==> src/rtl/rxcdr_rst_pkg.sv <==
`timescale 1ns/1ps
package rxcdr_rst_pkg;

  // Sequencer phases, in the order a clean bring-up walks through them.
  typedef enum logic [2:0] {
    ST_ANA_HOLD  = 3'd0,
    ST_WAIT_LOCK = 3'd1,
    ST_LOCK_DLY  = 3'd2,
    ST_DATA_DLY  = 3'd3,
    ST_READY     = 3'd4
  } seq_state_e;

  typedef struct packed {
    logic ana_rst;
    logic dig_rst;
    logic ref_lock;
    logic data_lock;
    logic ready;
  } seq_out_t;

  function automatic int unsigned us_to_cycles(input int unsigned us, input int unsigned mhz);
    return us * mhz;
  endfunction

  function automatic int unsigned max3(input int unsigned a, input int unsigned b,
                                       input int unsigned c);
    int unsigned m;
    m = (a > b) ? a : b;
    return (m > c) ? m : c;
  endfunction

  function automatic seq_out_t decode_outputs(input seq_state_e st);
    seq_out_t o;
    o = '{ana_rst: 1'b1, dig_rst: 1'b1, ref_lock: 1'b1, data_lock: 1'b0, ready: 1'b0};
    unique case (st)
      ST_ANA_HOLD:  o.ana_rst = 1'b1;
      ST_WAIT_LOCK,
      ST_LOCK_DLY:  o.ana_rst = 1'b0;
      ST_DATA_DLY: begin
        o.ana_rst   = 1'b0;
        o.ref_lock  = 1'b0;
        o.data_lock = 1'b1;
      end
      ST_READY: begin
        o.ana_rst   = 1'b0;
        o.dig_rst   = 1'b0;
        o.ref_lock  = 1'b0;
        o.data_lock = 1'b1;
        o.ready     = 1'b1;
      end
      default: o.ana_rst = 1'b1;
    endcase
    return o;
  endfunction

endpackage

==> src/rtl/rxcdr_rst_sync.sv <==
`timescale 1ns/1ps
// Reset bridge: asserts asynchronously, releases after STAGES clock edges.
module rxcdr_rst_sync #(
  parameter int unsigned STAGES = 2
) (
  input  logic clk_i,
  input  logic arst_ni,
  output logic rst_no
);

  logic [STAGES-1:0] chain_q;

  always_ff @(posedge clk_i or negedge arst_ni) begin
    if (!arst_ni) chain_q <= '0;
    else          chain_q <= {chain_q[STAGES-2:0], 1'b1};
  end

  assign rst_no = chain_q[STAGES-1];

endmodule

==> src/rtl/rxcdr_bit_sync.sv <==
`timescale 1ns/1ps
// Multi-bit level synchronizer; each bit gets its own flop chain and reset value.
module rxcdr_bit_sync #(
  parameter int unsigned       WIDTH     = 1,
  parameter int unsigned       STAGES    = 2,
  parameter logic [WIDTH-1:0]  RESET_VAL = '0
) (
  input  logic             clk_i,
  input  logic             rst_ni,
  input  logic [WIDTH-1:0] d_i,
  output logic [WIDTH-1:0] q_o
);

  for (genvar b = 0; b < WIDTH; b++) begin : g_bit
    logic [STAGES-1:0] ff_q;

    always_ff @(posedge clk_i or negedge rst_ni) begin
      if (!rst_ni) ff_q <= {STAGES{RESET_VAL[b]}};
      else         ff_q <= {ff_q[STAGES-2:0], d_i[b]};
    end

    assign q_o[b] = ff_q[STAGES-1];
  end

endmodule

==> src/rtl/rxcdr_tick_cnt.sv <==
`timescale 1ns/1ps
// Saturating up-counter with synchronous clear and explicit clock enable.
module rxcdr_tick_cnt #(
  parameter int unsigned WIDTH = 12
) (
  input  logic             clk_i,
  input  logic             rst_ni,
  input  logic             clr_i,
  input  logic             en_i,
  output logic [WIDTH-1:0] cnt_o
);

  logic [WIDTH-1:0] cnt_q, cnt_d;

  always_comb begin
    cnt_d = cnt_q;
    if (clr_i)                         cnt_d = '0;
    else if (en_i && (cnt_q != '1))    cnt_d = cnt_q + 1'b1;
  end

  always_ff @(posedge clk_i or negedge rst_ni) begin
    if (!rst_ni) cnt_q <= '0;
    else         cnt_q <= cnt_d;
  end

  assign cnt_o = cnt_q;

endmodule

==> src/rtl/rxcdr_rst_seq.sv <==
`timescale 1ns/1ps
module rxcdr_rst_seq
  import rxcdr_rst_pkg::*;
#(
  parameter int unsigned CLK_MHZ      = 200,
  parameter int unsigned LOCK_WAIT_US = 15,
  parameter int unsigned DATA_WAIT_US = 4,
  parameter int unsigned ANA_MIN_CYC  = 2,
  parameter int unsigned SYNC_STAGES  = 2,
  parameter int unsigned RST_STAGES   = 2
) (
  input  logic clk_i,
  input  logic arst_ni,
  input  logic cal_busy_i,
  input  logic rxpll_lock_i,
  output logic ana_rst_o,
  output logic dig_rst_o,
  output logic cdr_ref_lock_o,
  output logic cdr_data_lock_o,
  output logic seq_ready_o
);

  localparam int unsigned LOCK_CYC = us_to_cycles(LOCK_WAIT_US, CLK_MHZ);
  localparam int unsigned DATA_CYC = us_to_cycles(DATA_WAIT_US, CLK_MHZ);
  localparam int unsigned MAX_CYC  = max3(LOCK_CYC, DATA_CYC, ANA_MIN_CYC);
  localparam int unsigned CNT_W    = $clog2(MAX_CYC + 1);
  localparam int unsigned RUN_W    = CNT_W + 1;

  localparam logic [CNT_W-1:0] ANA_LIM  = CNT_W'(ANA_MIN_CYC - 1);
  localparam logic [CNT_W-1:0] LOCK_LIM = CNT_W'(LOCK_CYC - 1);
  localparam logic [CNT_W-1:0] DATA_LIM = CNT_W'(DATA_CYC - 1);

  // ---------------------------------------------------------------- reset
  logic rst_n;

  rxcdr_rst_sync #(.STAGES(RST_STAGES)) u_rst_sync (
    .clk_i  (clk_i),
    .arst_ni(arst_ni),
    .rst_no (rst_n)
  );

  // ----------------------------------------------------- input synchronizers
  // bit 0: busy (resets to busy), bit 1: PLL lock (resets to unlocked)
  logic [1:0] stat_s;
  logic       busy_s, lock_s;

  rxcdr_bit_sync #(
    .WIDTH    (2),
    .STAGES   (SYNC_STAGES),
    .RESET_VAL(2'b01)
  ) u_stat_sync (
    .clk_i (clk_i),
    .rst_ni(rst_n),
    .d_i   ({rxpll_lock_i, cal_busy_i}),
    .q_o   (stat_s)
  );

  assign busy_s = stat_s[0];
  assign lock_s = stat_s[1];

  // ------------------------------------------------------------ state/timer
  seq_state_e       state_q, state_d;
  logic [CNT_W-1:0] cnt_q;
  logic             cnt_clr, cnt_en;
  logic             ana_done, lock_done, data_done;

  assign ana_done  = (cnt_q >= ANA_LIM);
  assign lock_done = (cnt_q >= LOCK_LIM);
  assign data_done = (cnt_q >= DATA_LIM);

  always_comb begin
    state_d = state_q;
    unique case (state_q)
      ST_ANA_HOLD:  if (ana_done && !busy_s) state_d = ST_WAIT_LOCK;
      ST_WAIT_LOCK: if (lock_s)              state_d = ST_LOCK_DLY;
      ST_LOCK_DLY: begin
        if (!lock_s)        state_d = ST_WAIT_LOCK;
        else if (lock_done) state_d = ST_DATA_DLY;
      end
      ST_DATA_DLY: begin
        if (!lock_s)        state_d = ST_WAIT_LOCK;
        else if (data_done) state_d = ST_READY;
      end
      ST_READY:     if (!lock_s)             state_d = ST_WAIT_LOCK;
      default:                               state_d = ST_ANA_HOLD;
    endcase
  end

  assign cnt_clr = (state_d != state_q);
  assign cnt_en  = (state_q == ST_ANA_HOLD) || (state_q == ST_LOCK_DLY) ||
                   (state_q == ST_DATA_DLY);

  always_ff @(posedge clk_i or negedge rst_n) begin
    if (!rst_n) state_q <= ST_ANA_HOLD;
    else        state_q <= state_d;
  end

  rxcdr_tick_cnt #(.WIDTH(CNT_W)) u_timer (
    .clk_i (clk_i),
    .rst_ni(rst_n),
    .clr_i (cnt_clr),
    .en_i  (cnt_en),
    .cnt_o (cnt_q)
  );

  // ------------------------------------------------------------- outputs
  seq_out_t outs;

  assign outs            = decode_outputs(state_q);
  assign ana_rst_o       = outs.ana_rst;
  assign dig_rst_o       = outs.dig_rst;
  assign cdr_ref_lock_o  = outs.ref_lock;
  assign cdr_data_lock_o = outs.data_lock;
  assign seq_ready_o     = outs.ready;

  // ---------------------------------------------------------- assertions
  // Run-length monitors that bound the settle windows without deep $past.
  logic [RUN_W-1:0] lock_run_q, data_run_q;

  always_ff @(posedge clk_i or negedge rst_n) begin
    if (!rst_n) begin
      lock_run_q <= '0;
      data_run_q <= '0;
    end else begin
      if (!lock_s)                 lock_run_q <= '0;
      else if (lock_run_q != '1)   lock_run_q <= lock_run_q + 1'b1;
      if (!cdr_data_lock_o)        data_run_q <= '0;
      else if (data_run_q != '1)   data_run_q <= data_run_q + 1'b1;
    end
  end

  a_r3_ana_release_after_idle: assert property (@(posedge clk_i) disable iff (!rst_n)
    $fell(ana_rst_o) |-> !$past(busy_s));

  a_r5_single_cdr_mode: assert property (@(posedge clk_i) disable iff (!rst_n)
    $countones({cdr_ref_lock_o, cdr_data_lock_o}) == 1);

  a_r6_lock_settled: assert property (@(posedge clk_i) disable iff (!rst_n)
    $rose(cdr_data_lock_o) |-> (lock_run_q >= RUN_W'(LOCK_CYC)));

  a_r7_data_settled: assert property (@(posedge clk_i) disable iff (!rst_n)
    $fell(dig_rst_o) |-> (data_run_q >= RUN_W'(DATA_CYC)));

  a_r8_ready_clean: assert property (@(posedge clk_i) disable iff (!rst_n)
    seq_ready_o |-> (!ana_rst_o && !dig_rst_o && cdr_data_lock_o));

  a_r9_lock_loss_fallback: assert property (@(posedge clk_i) disable iff (!rst_n)
    (!lock_s && !ana_rst_o) |=>
      (dig_rst_o && cdr_ref_lock_o && !cdr_data_lock_o && !seq_ready_o));

endmodule

==> config.mk <==
export PLATFORM = sky130hd
export DESIGN_NAME = rxcdr_rst_seq
export DESIGN_NICKNAME = d
export VERILOG_FILES = /design/src/rtl/rxcdr_rst_pkg.sv /design/src/rtl/rxcdr_rst_sync.sv /design/src/rtl/rxcdr_bit_sync.sv /design/src/rtl/rxcdr_tick_cnt.sv /design/src/rtl/rxcdr_rst_seq.sv
export SDC_FILE = /design/constraint.sdc
export NUM_CORES = 1
export LEC_CHECK = 0
export BUFFER_PORTS_ARGS = -buffer_cell sky130_fd_sc_hd__buf_2
export CORE_UTILIZATION = 58
export CTS_CLUSTER_SIZE = 30
export DETAILED_ROUTE_END_ITERATION = 8
export PLACE_DENSITY = 0.85
export SKIP_CTS_REPAIR_TIMING = 1
export SLEW_MARGIN = 20
export SYNTH_ARGS = -nofsm -noshare
export SYNTH_HDL_FRONTEND = slang
export SYNTH_SLANG_ARGS = --single-unit
==> constraint.sdc <==
create_clock -name clk_i -period 1.17 [get_ports clk_i]
set_input_delay 0.234 -clock clk_i [delete_from_list [all_inputs] [get_ports clk_i]]
set_output_delay 0.234 -clock clk_i [all_outputs]
set_load 0.02 [all_outputs]
After elaboration in Yosys (flattened, before gate mapping)
Cells that the tools add are included.
{"block": "word_totals", "ff_bits": 21, "memories": 0, "output_inout_bits": 5, "mem_bits_rw": 0, "romBits": 0, "word_cells": 38, "latchBits": 0}
{"block": "classes", "mux": 14, "mul": 0, "eq_ne": 6, "n_shift": 0, "div_mod_pow": 0, "addsub": 1, "magnitude_cmp": 3, "bitwise": 0, "n_reduce_logical": 9}
{"operator": "12-bit two-way mux", "count": 2}
{"operator": "3-bit two-way mux", "count": 7}
{"operator": "3-bit case mux with 5 select lines", "count": 1}
{"operator": "12-bit by 1-bit adder with 12-bit output, second input constant", "count": 1}
{"operator": "12-bit by 1-bit >= comparator with 1-bit output, second input constant", "count": 1}
{"operator": "12-bit by 10-bit >= comparator with 1-bit output, second input constant", "count": 1}
{"operator": "12-bit >= comparator, second input constant", "count": 1}
{"operator": "12-bit != test, second input constant", "count": 1}
{"operator": "3-bit by 2-bit == test with 1-bit output, second input constant", "count": 2}
{"operator": "4-bit OR reduction", "count": 1}
{"operator": "3-bit by 1-bit == test with 1-bit output, second input constant", "count": 1}
{"operator": "3-bit == test, second input constant", "count": 1}
{"operator": "3-bit zero test", "count": 1}
{"operator": "1-bit two-way mux", "count": 3}
{"operator": "3-bit != test", "count": 1}
{"operator": "1-bit logical AND", "count": 2}
{"operator": "1-bit logical OR", "count": 2}
{"operator": "2-bit two-way mux", "count": 1}
{"operator": "2-bit nonzero test", "count": 1}
{"operator": "2-bit OR reduction", "count": 1}
{"operator": "1-bit zero test", "count": 1}

Longest topological paths before layout
Gate-level depths: netlist of the first run.
{"block": "logic_depth", "ltp_word": 6, "ltp_mapped": 8, "mapped_depth_nobuf": 7}

Cells and area by module
A second synthesis of the first run with hierarchy kept.
{"block": "unflattened", "hier_cells": 125, "hier_area_um2": 1229.9}
{"mod": "rxcdr_tick_cnt", "n_inst": 1, "area_per_inst_um2": 714.4, "cells_each": 70}
{"mod": "rxcdr_rst_seq", "n_inst": 1, "area_per_inst_um2": 344.1, "cells_each": 46}
{"mod": "rxcdr_bit_sync", "n_inst": 1, "area_per_inst_um2": 117.6, "cells_each": 6}
{"mod": "rxcdr_rst_sync", "n_inst": 1, "area_per_inst_um2": 53.8, "cells_each": 3}

Least setup slack after synthesis of the first run
No wires, ideal clock.
{"block": "synth_path", "path_type": "reg2reg", "startpoint": "reg u_timer.cnt_q[0], in the netlist u_timer.cnt_o[0]", "endpoint": "reg u_timer.cnt_q[10], in the netlist u_timer.cnt_o[10]", "synth_period_minus_slack_ns": 1.571, "stages_incl_launch_ff": 7, "setup_slack_ns": -0.401, "arrival_time_ns": 1.453, "cell_sequence": "dfrtp_1 > ha_1 > and3_1 > a211oi_2 > nand4_1 > xor2_1 > nor2_1"}
{"block": "synth_via", "elab_chain_len": 6, "elab_cells_between_ends": 17, "cone_classes": "add/sub (1); order compare (3); eq/ne (2); mux (8); reduce/logical (3)"}
{"item": "from (decl)", "line_no": "rxcdr_tick_cnt.sv:13", "source": "logic [WIDTH-1:0] cnt_q, cnt_d;"}
{"item": "from (signal assigned)", "line_no": "rxcdr_tick_cnt.sv:23", "source": "else cnt_q <= cnt_d;"}
{"item": "12-bit by 10-bit >= comparator with 1-bit output, or another cell as far along", "line_no": "rxcdr_rst_seq.sv:69", "source": "assign data_done = (cnt_q >= DATA_LIM);"}
{"item": "3-bit two-way mux, or another cell as far along", "line_no": "rxcdr_rst_seq.sv:82", "source": "else if (data_done) state_d = ST_READY;"}
{"item": "3-bit two-way mux (on tied branches)", "line_no": "rxcdr_rst_seq.sv:81, rxcdr_rst_seq.sv:74, rxcdr_rst_seq.sv:77"}
{"item": "3-bit case mux with 5 select lines", "line_no": "rxcdr_rst_seq.sv:73", "source": "unique case (state_q)"}
{"item": "3-bit != test", "line_no": "rxcdr_rst_seq.sv:89", "source": "assign cnt_clr = (state_d != state_q);"}
{"item": "12-bit two-way mux or 2-bit nonzero test (tied branches)"}
Several ways; a longest one is shown, not always the timed one. The select of a mux whose other input is x is not followed.
A chain may end at the register's enable or synchronous reset.

Final worst setup path of the first run
{"block": "layout_path", "startpoint": "reg u_timer.cnt_q[1], in the netlist u_timer.cnt_o[1]", "endpoint": "reg u_timer.cnt_q[10], in the netlist u_timer.cnt_o[10]"}
The elaborated chain is that of the path after synthesis.

==> results.json, run 1 <==
{
  "syn_area_per_cell_sq_um": 9.636,
  "port_buffers": 8,
  "cts-root-buf": "clkbuf_4",
  "grt_pass1_wl_um": 4595,
  "netlist_area_sq_mm": 0.001195,
  "fin_skew_ns": 0.01267,
  "cp-end-kind": "flip-flop",
  "clk_latency_ns": 0.31,
  "synthAdderAreaFrac_pct": 3.141,
  "grt_usage_pct": 30.63,
  "place_area_sq_mm": 0.001530,
  "p_per_area_mw_per_mm2": 1581,
  "io_pins": 9,
  "slew_violations": 0,
  "synth_seq_cells": 21,
  "p_leak_nw": 0.7901,
  "cts_max_path_buffers": 2,
  "firstDrtPassIters": 4,
  "vias": 1295,
  "synth_xor_area_share_pct": 6.597,
  "die-area_sq_mm": 0.002246,
  "drive_above_1_share_pct": 54.07,
  "area_growth_pct": 50.05,
  "start_util_pct": 61.53,
  "failed_checks": "negative setup slack",
  "ir_drop_mv": 1.404,
  "fin_nets": 180,
  "finalWorstSetupSlack_ns": -0.6270,
  "cts_sinks": 21,
  "ys_warn_count": 0,
  "synth-simple-area-share_pct": 31.83,
  "die_h_um": 47.39,
  "max_freq_ghz": 0.5565,
  "antenna_found_initial": 1,
  "grt_pass1_vias": 1035,
  "cts_tree": "yes",
  "finish.utilization_pct": 92.33,
  "dp_hpwl_um": 2363,
  "n_fill_cell": 65,
  "syn_nets": 131,
  "min_period_over_period_pct": 153.6,
  "crit_type": "flip-flop to flip-flop",
  "drt_iter0_drc": 84,
  "synth-compound-area-share_pct": 9.843,
  "numCtsBuffers": 3,
  "die_w_um": 47.39,
  "clk_pin_slew_ns": 0.13,
  "wl_um": 4507,
  "synth_mux_area_share_pct": 0,
  "power_w": 0.002835,
  "yosys.cell_types.count": 36,
  "synth_top_family_by_area": "simple AND/OR/NAND/NOR gates",
  "synthCells": 124,
  "rrSetupSlack_ns": -0.63,
  "cp-start-kind": "flip-flop",
  "fin_area_sq_mm": 0.001793,
  "ys_seq_area_share_pct": 44.19,
  "rsz0062_at_grt": "true",
  "grt_max_degree": 13,
  "arrival_ns": 2.02,
  "worstPathMaxFanout": 4,
  "min_path_type": "input pin to flip-flop",
  "finalSetupViolCount": 20,
  "min_period_ns": 1.797,
  "hold_viol": 0,
  "final_antenna_net_count": 0,
  "gr-total-overflow": 0,
  "timing.hold.ws_ns": 0.009684,
  "place_ws_ns": -0.5722,
  "via_per_inst": 6.475,
  "cp_data_required_time_ns": 1.39,
  "gp_congestion": 0.8486,
  "h-tree-depth": 1,
  "wire_per_inst_um": 22.54,
  "core_sq_mm": 0.001942,
  "drc": 0,
  "rows": 16,
  "drv_cap": 0,
  "status": "complete, but fails checks"
}
## path summary, 6_finish.rpt
path | cells after the start | end | start
setup / recovery | 6 | u_timer.cnt_o[10] | u_timer.cnt_o[1]
hold / removal | 1 | u_stat_sync.g_bit[0].ff_q[0] | cal_busy_i
setup reg to reg | 6 | u_timer.cnt_o[10] | u_timer.cnt_o[1]
hold reg to reg | 0 | u_stat_sync.g_bit[1].ff_q[0] | u_rst_sync.chain_q[1]
max in group asynchronous | 1 | u_timer.cnt_o[10] | u_rst_sync.chain_q[1]
min in group asynchronous | 0 | u_stat_sync.g_bit[1].ff_q[0] | u_rst_sync.chain_q[1]
## final cells by class
| cell class | instances | area, sq um | share of cell area [%] |
|---|---|---|---|
| clock buffer | 4 | 26.28 | 1.465 |
| timing repair buffer | 48 | 385.4 | 21.49 |
| antenna | 1 | 2.502 | 0.1396 |
| inverter | 6 | 25.02 | 1.396 |
| multi-input combinational | 93 | 785.8 | 43.82 |
| tap | 27 | 33.78 | 1.884 |
| sequential | 21 | 534.3 | 29.80 |
## layout by cell type (no fill, tap or decap), types with 3 or more instances in the layout
master     n
nand2_1    9
dfrtp_1   14
nand4_1    6
inv_2      3
nor2_1    12
nor2_2     3
buf_2      3
a21oi_2    3
nand3_1    8
buf_4     36
xor2_1     6
dfrtp_2    5
buf_6      8
clkbuf_4   3
ha_4       3
## stage by stage
step	cells	TNS [ns]
floorplan	124	-3.850
global route	200	-11.66
global placement	186	-6.665
CTS	190	-10.19
detailed placement	186	-7.998
finish	200	-10.34
## report_power, final
part           switching, W  leakage, nW  internal, W
logic              0.000778        0.511     0.000764
registers          0.000116        0.264     0.000809
clock network      0.000235       0.0150     0.000133
total               0.00113        0.790      0.00171
## synth_stat cells (all sizes together)
cell / n / area, sq um
ha: 3 / 37.54
and3: 4 / 26.28
nand4: 8 / 62.56
o21ai: 3 / 15.01
dfstp: 2 / 52.55
nor2: 16 / 60.06
a211oi: 3 / 32.53
buf: 4 / 26.27
xnor2: 2 / 17.52
a21boi: 1 / 7.510
conb: 1 / 3.750
and4bb: 1 / 12.51
o31ai: 1 / 12.51
o2111ai: 1 / 8.760
nor3b: 1 / 7.510
nor4b: 2 / 30.03
and4: 1 / 8.760
dfrtp: 19 / 475.5
nand2: 12 / 45.04
inv: 6 / 22.52
nand3: 9 / 45.04
and2: 1 / 6.260
a21oi: 5 / 28.78
a31oi: 2 / 12.51
nor3: 6 / 51.30
xor2: 7 / 61.31
and2b: 3 / 25.02
## kinds of logic after synthesis
family	Yosys count
AND/OR/NAND/NOR	64
buffers and inverters	10
other	1
flip-flops	21
XOR/XNOR	9
adder cells (fa/ha/maj)	3
AO/OA/AOI/OAI	16
## layer usage
layer  vias to the layer above  global-route usage, %  wire length, um
met2                       108                  53.70             2247
met5                         -                      0                0
met3                        41                  6.154              347
li1                        531                      -                -
met1                       615                  36.14             1586
met4                         0                  13.14              325
## critical path, cell delays in order (launching register included)
cell	delay (ns)
dfrtp_2	0.48
ha_4	0.19
and3_4	0.19
a211oi_4	0.31
nand4_1	0.17
xor2_1	0.21
nor2_1	0.16
## flip-flops by register name (all words and copies together) (netlist names)
name / count
state_q: 3
u_rst_sync.chain_q: 2
u_stat_sync.g_bit.ff_q: 4
u_timer.cnt_o: 12
No activity file was read; power rests on OpenSTA's default activity.
==> run 2, diff against run 1 <==
- CORE_MARGIN: not set -> 2
==> run 2 against run 1 <==
The flow still finishes with violations (negative setup slack). Worst setup slack lost 0.030 ns. Cell count grew 2.0%. Global-route usage grew 0.83 points. Clock skew grew 0.00091 ns. Critical endpoint is now u_timer.cnt_o[7]. Largest cell class unchanged. Highest routed layer unchanged.
==> results.json, run 2 (same netlist as run 1, synthesis figures left out) <==
{
  "status": "complete, but fails checks",
  "failed_checks": "negative setup slack",
  "antenna_found_initial": 0,
  "start_util_pct": 60.91,
  "gr-total-overflow": 0,
  "power_w": 0.002730,
  "die_h_um": 49.39,
  "endpoint": "u_timer.cnt_o[7]",
  "die-area_sq_mm": 0.002439,
  "p_per_area_mw_per_mm2": 1518,
  "vias": 1252,
  "hold_viol": 0,
  "fin_cells": 204,
  "rr_endpoint": "u_timer.cnt_o[7]",
  "h-tree-depth": 1,
  "reg2reg_depth": 7,
  "grt_usage_pct": 31.45,
  "die_w_um": 49.39,
  "port_buffers": 8,
  "crit_type": "flip-flop to flip-flop",
  "grt_pass1_wl_um": 5796,
  "drv_cap": 0,
  "cts_tree": "yes",
  "core_sq_mm": 0.001962,
  "switchingPower_w": 0.001057,
  "ir_drop_mv": 1.133,
  "multi_input_area_sq_um": 760.7,
  "cp_data_required_time_ns": 1.39,
  "wl_um": 4090,
  "layout_commonest_cell": "buf_4",
  "seqPwrFrac_pct": 34.4,
  "critPathSlowestCell": "dfrtp_2",
  "timing.hold.ws_ns": 0.02333,
  "drt_iter0_drc": 89,
  "io_pins": 9,
  "rows": 16,
  "largest_reg_flops": 12,
  "place_ws_ns": -0.5948,
  "fin_skew_ns": 0.01358,
  "comb_power_share_pct": 52.4,
  "min_path_type": "input pin to flip-flop",
  "drc": 0,
  "finalSetupViolCount": 20,
  "cts_sinks": 21,
  "dp_hpwl_um": 2432,
  "min_period_ns": 1.827,
  "rrSetupSlack_ns": -0.66,
  "final_antenna_net_count": 0,
  "via_per_inst": 6.137,
  "cp-start-kind": "flip-flop",
  "clk_pin_slew_ns": 0.13,
  "grt_max_degree": 13,
  "max_freq_ghz": 0.5473,
  "n_fill_cell": 73,
  "crit_chain": "ha_2 > a21oi_1 > nor2_1 > o31ai_4 > nand4_4 > buf_6 > a211oi_2",
  "min_period_over_period_pct": 156.2,
  "finalWorstSetupSlack_ns": -0.6572,
  "swShare_pct": 38.72,
  "intPower_w": 0.001673,
  "clk_latency_ns": 0.31,
  "cts_max_path_buffers": 2,
  "max_stage_delay_ns": 0.48,
  "slew_violations": 0,
  "grt_pass1_vias": 1248,
  "numCtsBuffers": 3,
  "rsz0062_at_grt": "true",
  "clkPwrFrac_pct": 13.2,
  "hp-start": "rxpll_lock_i",
  "cts-root-buf": "clkbuf_4",
  "cp-startpoint": "u_timer.cnt_o[0]",
  "dp_cells": 192,
  "cp-end-kind": "flip-flop",
  "rr_startpoint": "u_timer.cnt_o[0]",
  "diodes": 0,
  "gp_congestion": 0.8559,
  "area_growth_pct": 50.47,
  "p_leak_nw": 0.8308,
  "arrival_ns": 2.05,
  "wire_per_inst_um": 20.05,
  "drive_above_1_share_pct": 52.54,
  "fin_nets": 185,
  "mostFrequentLayoutCells": "buf_4, dfrtp_1, nor2_1",
  "firstDrtPassIters": 5,
  "worstPathMaxFanout": 4,
  "seqCellArea_sq_um": 530.5
}
run 2: cell type report:
class	count	share of cell area, %
Timing Repair Buffer	53	23.52
Clock inverter	1	0.2784
Multi-Input combinational cell	93	42.31
Tap cell	27	1.879
Clock buffer	3	1.253
Sequential cell	21	29.51
Inverter	6	1.253
run 2: metrics by stage:
| step | util, % | TNS, ns | cell area [sq um] |
|---|---|---|---|
| 2_1_floorplan | - | -3.850 | 1250 |
| 3_3_place_gp | 80.29 | -6.476 | 1575 |
| 3_5_place_dp | 80.29 | -8.606 | 1575 |
| 4_1_cts | 81.70 | -11.09 | 1603 |
| 5_1_grt | 91.65 | -11.87 | 1798 |
| 6_report | 91.65 | -11.02 | 1798 |
run 2: worst min path at each step:
| stage | depth (start not counted) | end |
|---|---|---|
| 6_report | 1 | u_stat_sync.g_bit[1].ff_q[0] |
| 5_1_grt | 1 | u_stat_sync.g_bit[1].ff_q[0] |
| 4_1_cts | 1 | u_rst_sync.chain_q[1] |
| 3_5_place_dp | 1 | u_rst_sync.chain_q[1] |
| 3_3_place_gp | 1 | u_rst_sync.chain_q[1] |
| 2_1_floorplan | 0 | u_rst_sync.chain_q[0] |
run 2: critical path, delay by kind of cell, from the launching register on:
kind                       cells  cell delay [ns]
AOI/OAI and AO/OA              3             0.58
DFF                            1             0.48
and+or+nand+nor                2             0.27
adders and majority gates      1             0.23
buffers and inverters          1             0.17
run 2: power by group through the flow:
stage	logic, W	clock network, W	registers, W
after floorplan	0.000628	0	0.000918
after detailed placement	0.00102	0	0.000924
after global routing	0.00151	0.000381	0.000948
after global placement	0.000959	0	0.000917
after CTS	0.00102	0.000354	0.000917
final	0.00143	0.000361	0.000939
run 2: metal layers:
metal,share of wire [%],wire (um),track usage [%],up-vias
li1,-,-,-,537
met1,37,1495,36.95,599
met2,51,2088,56.53,88
met3,7.7,313,4.908,28
met5,0,0,0,-
met4,4.7,193,13.43,0
==> run 3, diff against run 2 <==
- CELL_PAD_IN_SITES_DETAIL_PLACEMENT: not set -> 1
- CELL_PAD_IN_SITES_GLOBAL_PLACEMENT: not set -> 1
- CORE_UTILIZATION: 58 -> 46
- PLACE_DENSITY: 0.85 -> 0.86
- SYNTH_HIERARCHICAL: not set -> 1
==> run 3 against run 2 <==
The run now fails in 5_1_grt. Synthesized cell count increased by 0.81%. Synthesized area up 2.9%.
==> results.json, run 3 <==
{
  "status": "stopped before the end",
  "haltStage": "5_1_grt",
  "stop_error": "[ERROR DPL-0033] detailed placement checks failed during check placement.",
  "io_pins": 9,
  "synth_top_flop_cell": "dfrtp_1",
  "worst_path_end_type": "register data pin",
  "antenna_found_initial": 0,
  "yosys.cell_count.top_type": "dfrtp_1",
  "cts_sinks": 21,
  "syn_nets": 130,
  "dp_hpwl_um": 3535,
  "synth_area_leaders": "dfrtp_1, nor2_1, dfstp_2",
  "h-tree-depth": 1,
  "netlist_area_sq_mm": 0.001230,
  "synthCells": 125,
  "synth_edf_count": 0,
  "yosys.cell_types.count": 45,
  "syn_area_per_cell_sq_um": 9.839,
  "grt_max_degree": 16,
  "rows": 18,
  "synth.largest_area_cell": "dfrtp_1",
  "gp_congestion": 0.7978,
  "place_ws_ns": -1.118,
  "synthArstFlopShare_pct": 100.0,
  "die_h_um": 55.71,
  "ys_warn_count": 6,
  "synth_top_cells_by_count": "dfrtp_1, nor2_1, nand2_1",
  "port_buffers": 8,
  "numCtsBuffers": 3,
  "cts-root-buf": "clkbuf_4",
  "synth_top_area_share_pct": 38.66,
  "die_w_um": 55.71,
  "synth_seq_cells": 21,
  "grt-worst-endpoint": "u_timer/cnt_o[5]$_DFFE_PN0P_/D",
  "ys_seq_area_share_pct": 42.93,
  "start_util_pct": 49.20,
  "cts_max_path_buffers": 2
}
run 3: through the flow:
step / std cells / setup TNS (ns) / hold slack (ns) / cell area [sq um]
2_1_floorplan: 125 / -11.19 / -0.06159 / 1315
4_1_cts: 204 / -17.53 / -0.3034 / 1684
3_3_place_gp: 200 / -11.25 / 0.02056 / 1658
3_5_place_dp: 200 / -14.55 / 0.03531 / 1658
run 3: cells by family after synthesis:
group           synth area share (%)
other cells                   0.3049
buf+inv                        5.493
compound gates                 16.18
fa+ha+maj                      1.017
simple gates                   27.47
flops                          42.93
mux                            3.764
xor+xnor                       2.849
==> run 4, diff against run 3 <==
- CELL_PAD_IN_SITES_DETAIL_PLACEMENT: 1 -> not set
- CELL_PAD_IN_SITES_GLOBAL_PLACEMENT: 1 -> not set
- CORE_AREA: not set -> 2 2 63 65
- CORE_MARGIN: 2 -> not set
- CORE_UTILIZATION: 46 -> not set
- CTS_CLUSTER_SIZE: 30 -> not set
- DIE_AREA: not set -> 0 0 65 67
- PLACE_DENSITY: 0.86 -> not set
- PLACE_DENSITY_LB_ADDON: not set -> 0.15
==> run 4 against run 3 <==
The flow now finishes, with violations (negative setup slack). Synthesized area stayed put. Synthesized cell count stayed put.
==> results.json, run 4 <==
{
  "drt_iter0_drc": 20,
  "intPower_w": 0.001897,
  "synth_top_flop_cell": "dfrtp_1",
  "numCtsBuffers": 3,
  "cts-root-buf": "clkbuf_8",
  "drive_above_1_share_pct": 52.81,
  "grt_pass1_wl_um": 5257,
  "synth_seq_cells": 21,
  "gr-total-overflow": 0,
  "cp-start-kind": "flip-flop",
  "fin_nets": 184,
  "cp-end-kind": "flip-flop",
  "timing.hold.ws_ns": 0.06813,
  "area_growth_pct": 54.53,
  "die_w_um": 65,
  "crit_chain": "buf_4 > a41o_2 > a2111oi_2 > o41ai_4 > a2bb2oi_4 > buf_4 > nor3_1",
  "hold_viol": 0,
  "syn_nets": 130,
  "synth_top_area_share_pct": 38.66,
  "synthCells": 125,
  "seqPwrFrac_pct": 29.6,
  "critPathTopFamily": "compound AO/OA/AOI/OAI gates",
  "mostFrequentLayoutCells": "buf_4, nor2_1, dfrtp_1",
  "rsz0062_at_grt": "true",
  "worstPathMaxFanout": 6,
  "cp_data_required_time_ns": 1.34,
  "dp_hpwl_um": 2403,
  "cts_max_path_buffers": 2,
  "finalWorstSetupSlack_ns": -0.9049,
  "crit_type": "flip-flop to flip-flop",
  "finalSetupTns_ns": -13.53,
  "firstDrtPassIters": 4,
  "crit_buf_inv": 2,
  "via_per_inst": 5.062,
  "switchingPower_w": 0.001085,
  "ys_seq_area_share_pct": 42.93,
  "io_pins": 9,
  "synthArstFlopShare_pct": 100.0,
  "max_stage_delay_ns": 0.48,
  "failed_checks": "negative setup slack",
  "layout_commonest_cell": "buf_4",
  "slew_violations": 0,
  "drv_cap": 0,
  "die-area_sq_mm": 0.004355,
  "fin_area_sq_mm": 0.001901,
  "core_sq_mm": 0.003606,
  "min_period_ns": 2.075,
  "gp_congestion": 0.8264,
  "synth_top_cells_by_count": "dfrtp_1, nor2_1, nand2_1",
  "synth_edf_count": 0,
  "rows": 22,
  "grt_max_degree": 13,
  "yosys.cell_count.top_type": "dfrtp_1",
  "crit_top_cell": "buf_4",
  "clkPwrFrac_pct": 16.0,
  "worst_slew_pin_slew_ns": 0.6066,
  "cts_tree": "yes",
  "h-tree-depth": 1,
  "die_h_um": 67,
  "grt_pass1_vias": 1163,
  "final_antenna_net_count": 0,
  "diodes": 0,
  "min_path_type": "input pin to flip-flop",
  "drc": 0,
  "max_freq_ghz": 0.4820,
  "ys_warn_count": 6,
  "wl_um": 3061,
  "netlist_area_sq_mm": 0.001230,
  "synth_area_leaders": "dfrtp_1, nor2_1, dfstp_2",
  "p_leak_nw": 0.8045,
  "fin_skew_ns": 0.002499,
  "timing.slew.headroom_pct": 59.25,
  "arrival_ns": 2.24,
  "ir_drop_mv": 0.9962,
  "n_fill_cell": 323,
  "vias": 1144,
  "yosys.cell_types.count": 45,
  "syn_area_per_cell_sq_um": 9.839,
  "grt_usage_pct": 16.05,
  "swShare_pct": 36.40,
  "wire_per_inst_um": 13.54,
  "finalSetupViolCount": 20,
  "antenna_found_initial": 0,
  "cts_sinks": 21,
  "port_buffers": 8,
  "place_area_sq_mm": 0.001680,
  "clk_latency_ns": 0.26,
  "min_period_over_period_pct": 177.3,
  "p_per_area_mw_per_mm2": 1569,
  "synth.largest_area_cell": "dfrtp_1",
  "largest_reg_flops": 12,
  "status": "complete, but fails checks",
  "start_util_pct": 34.11,
  "clk_pin_slew_ns": 0.08,
  "comb_power_share_pct": 54.3,
  "critPathSlowestCell": "a2111oi_2"
}
run 4: metrics by stage:
| step | util [%] | instances | setup slack, ns | power (W) |
|---|---|---|---|---|
| 3_3_place_gp | 46.60 | 218 | -0.8956 | 0.002138 |
| 4_1_cts | 47.88 | 222 | -1.006 | 0.002645 |
| 6_report | 52.71 | 226 | -0.9049 | 0.002982 |
| 2_1_floorplan | - | 125 | -0.8419 | 0.001677 |
| 3_5_place_dp | 46.60 | 218 | -0.9786 | 0.002155 |
| 5_1_grt | 52.71 | 226 | -1.013 | 0.003154 |
run 4: power by group through the flow:
stage               Clock [W]  Combinational [W]  Sequential [W]
finish               0.000478            0.00162        0.000883
global route         0.000521            0.00174        0.000893
CTS                  0.000497            0.00127        0.000876
detailed placement          0            0.00126        0.000891
global placement            0            0.00125        0.000887
floorplan                   0           0.000743        0.000934
run 4: layer usage:
metal	global-route usage, %	part of all wire [%]	vias up
met3	2.534	2.2	8
li1	-	-	562
met2	26.68	48	22
met5	0	0	-
met4	8.511	2.6	0
met1	20.00	47	552
run 4: cells by family after synthesis:
kind of cell,count (synthesis),share of synthesized area (%)
mux,4,3.764
other cells,1,0.3049
simple gates,58,27.47
compound gates,23,16.18
flops,21,42.93
xor+xnor,4,2.849
buf+inv,13,5.493
fa+ha+maj,1,1.017
run 4: area by class of cell:
class	instances	area [sq um]	area share (%)
multi-input cells	91	772.0	40.62
flip-flops and latches	21	536.8	28.24
repair buffers	55	449.2	23.63
well taps	48	60.06	3.160
clock buffers	3	41.29	2.172
inverters	7	36.28	1.909
clock inverters	1	5.005	0.2633
run 4: path summary, 6_finish.rpt:
path | from | endpoint | slack, ns | cells after the start
hold reg to reg | u_rst_sync/chain_q[1] | u_stat_sync/g_bit[1].ff_q[0] | 0.14 | 0
setup reg to reg | u_timer/cnt_o[6] | u_timer/cnt_o[7] | -0.90 | 7
setup / recovery | u_timer/cnt_o[6] | u_timer/cnt_o[7] | -0.90 | 7
min in group asynchronous | u_rst_sync/chain_q[1] | u_stat_sync/g_bit[1].ff_q[0] | 0.14 | 0
hold / removal | cal_busy_i | u_stat_sync/g_bit[0].ff_q[0] | 0.07 | 1
max in group asynchronous | u_rst_sync/chain_q[1] | u_timer/cnt_o[8] | 0.54 | 1
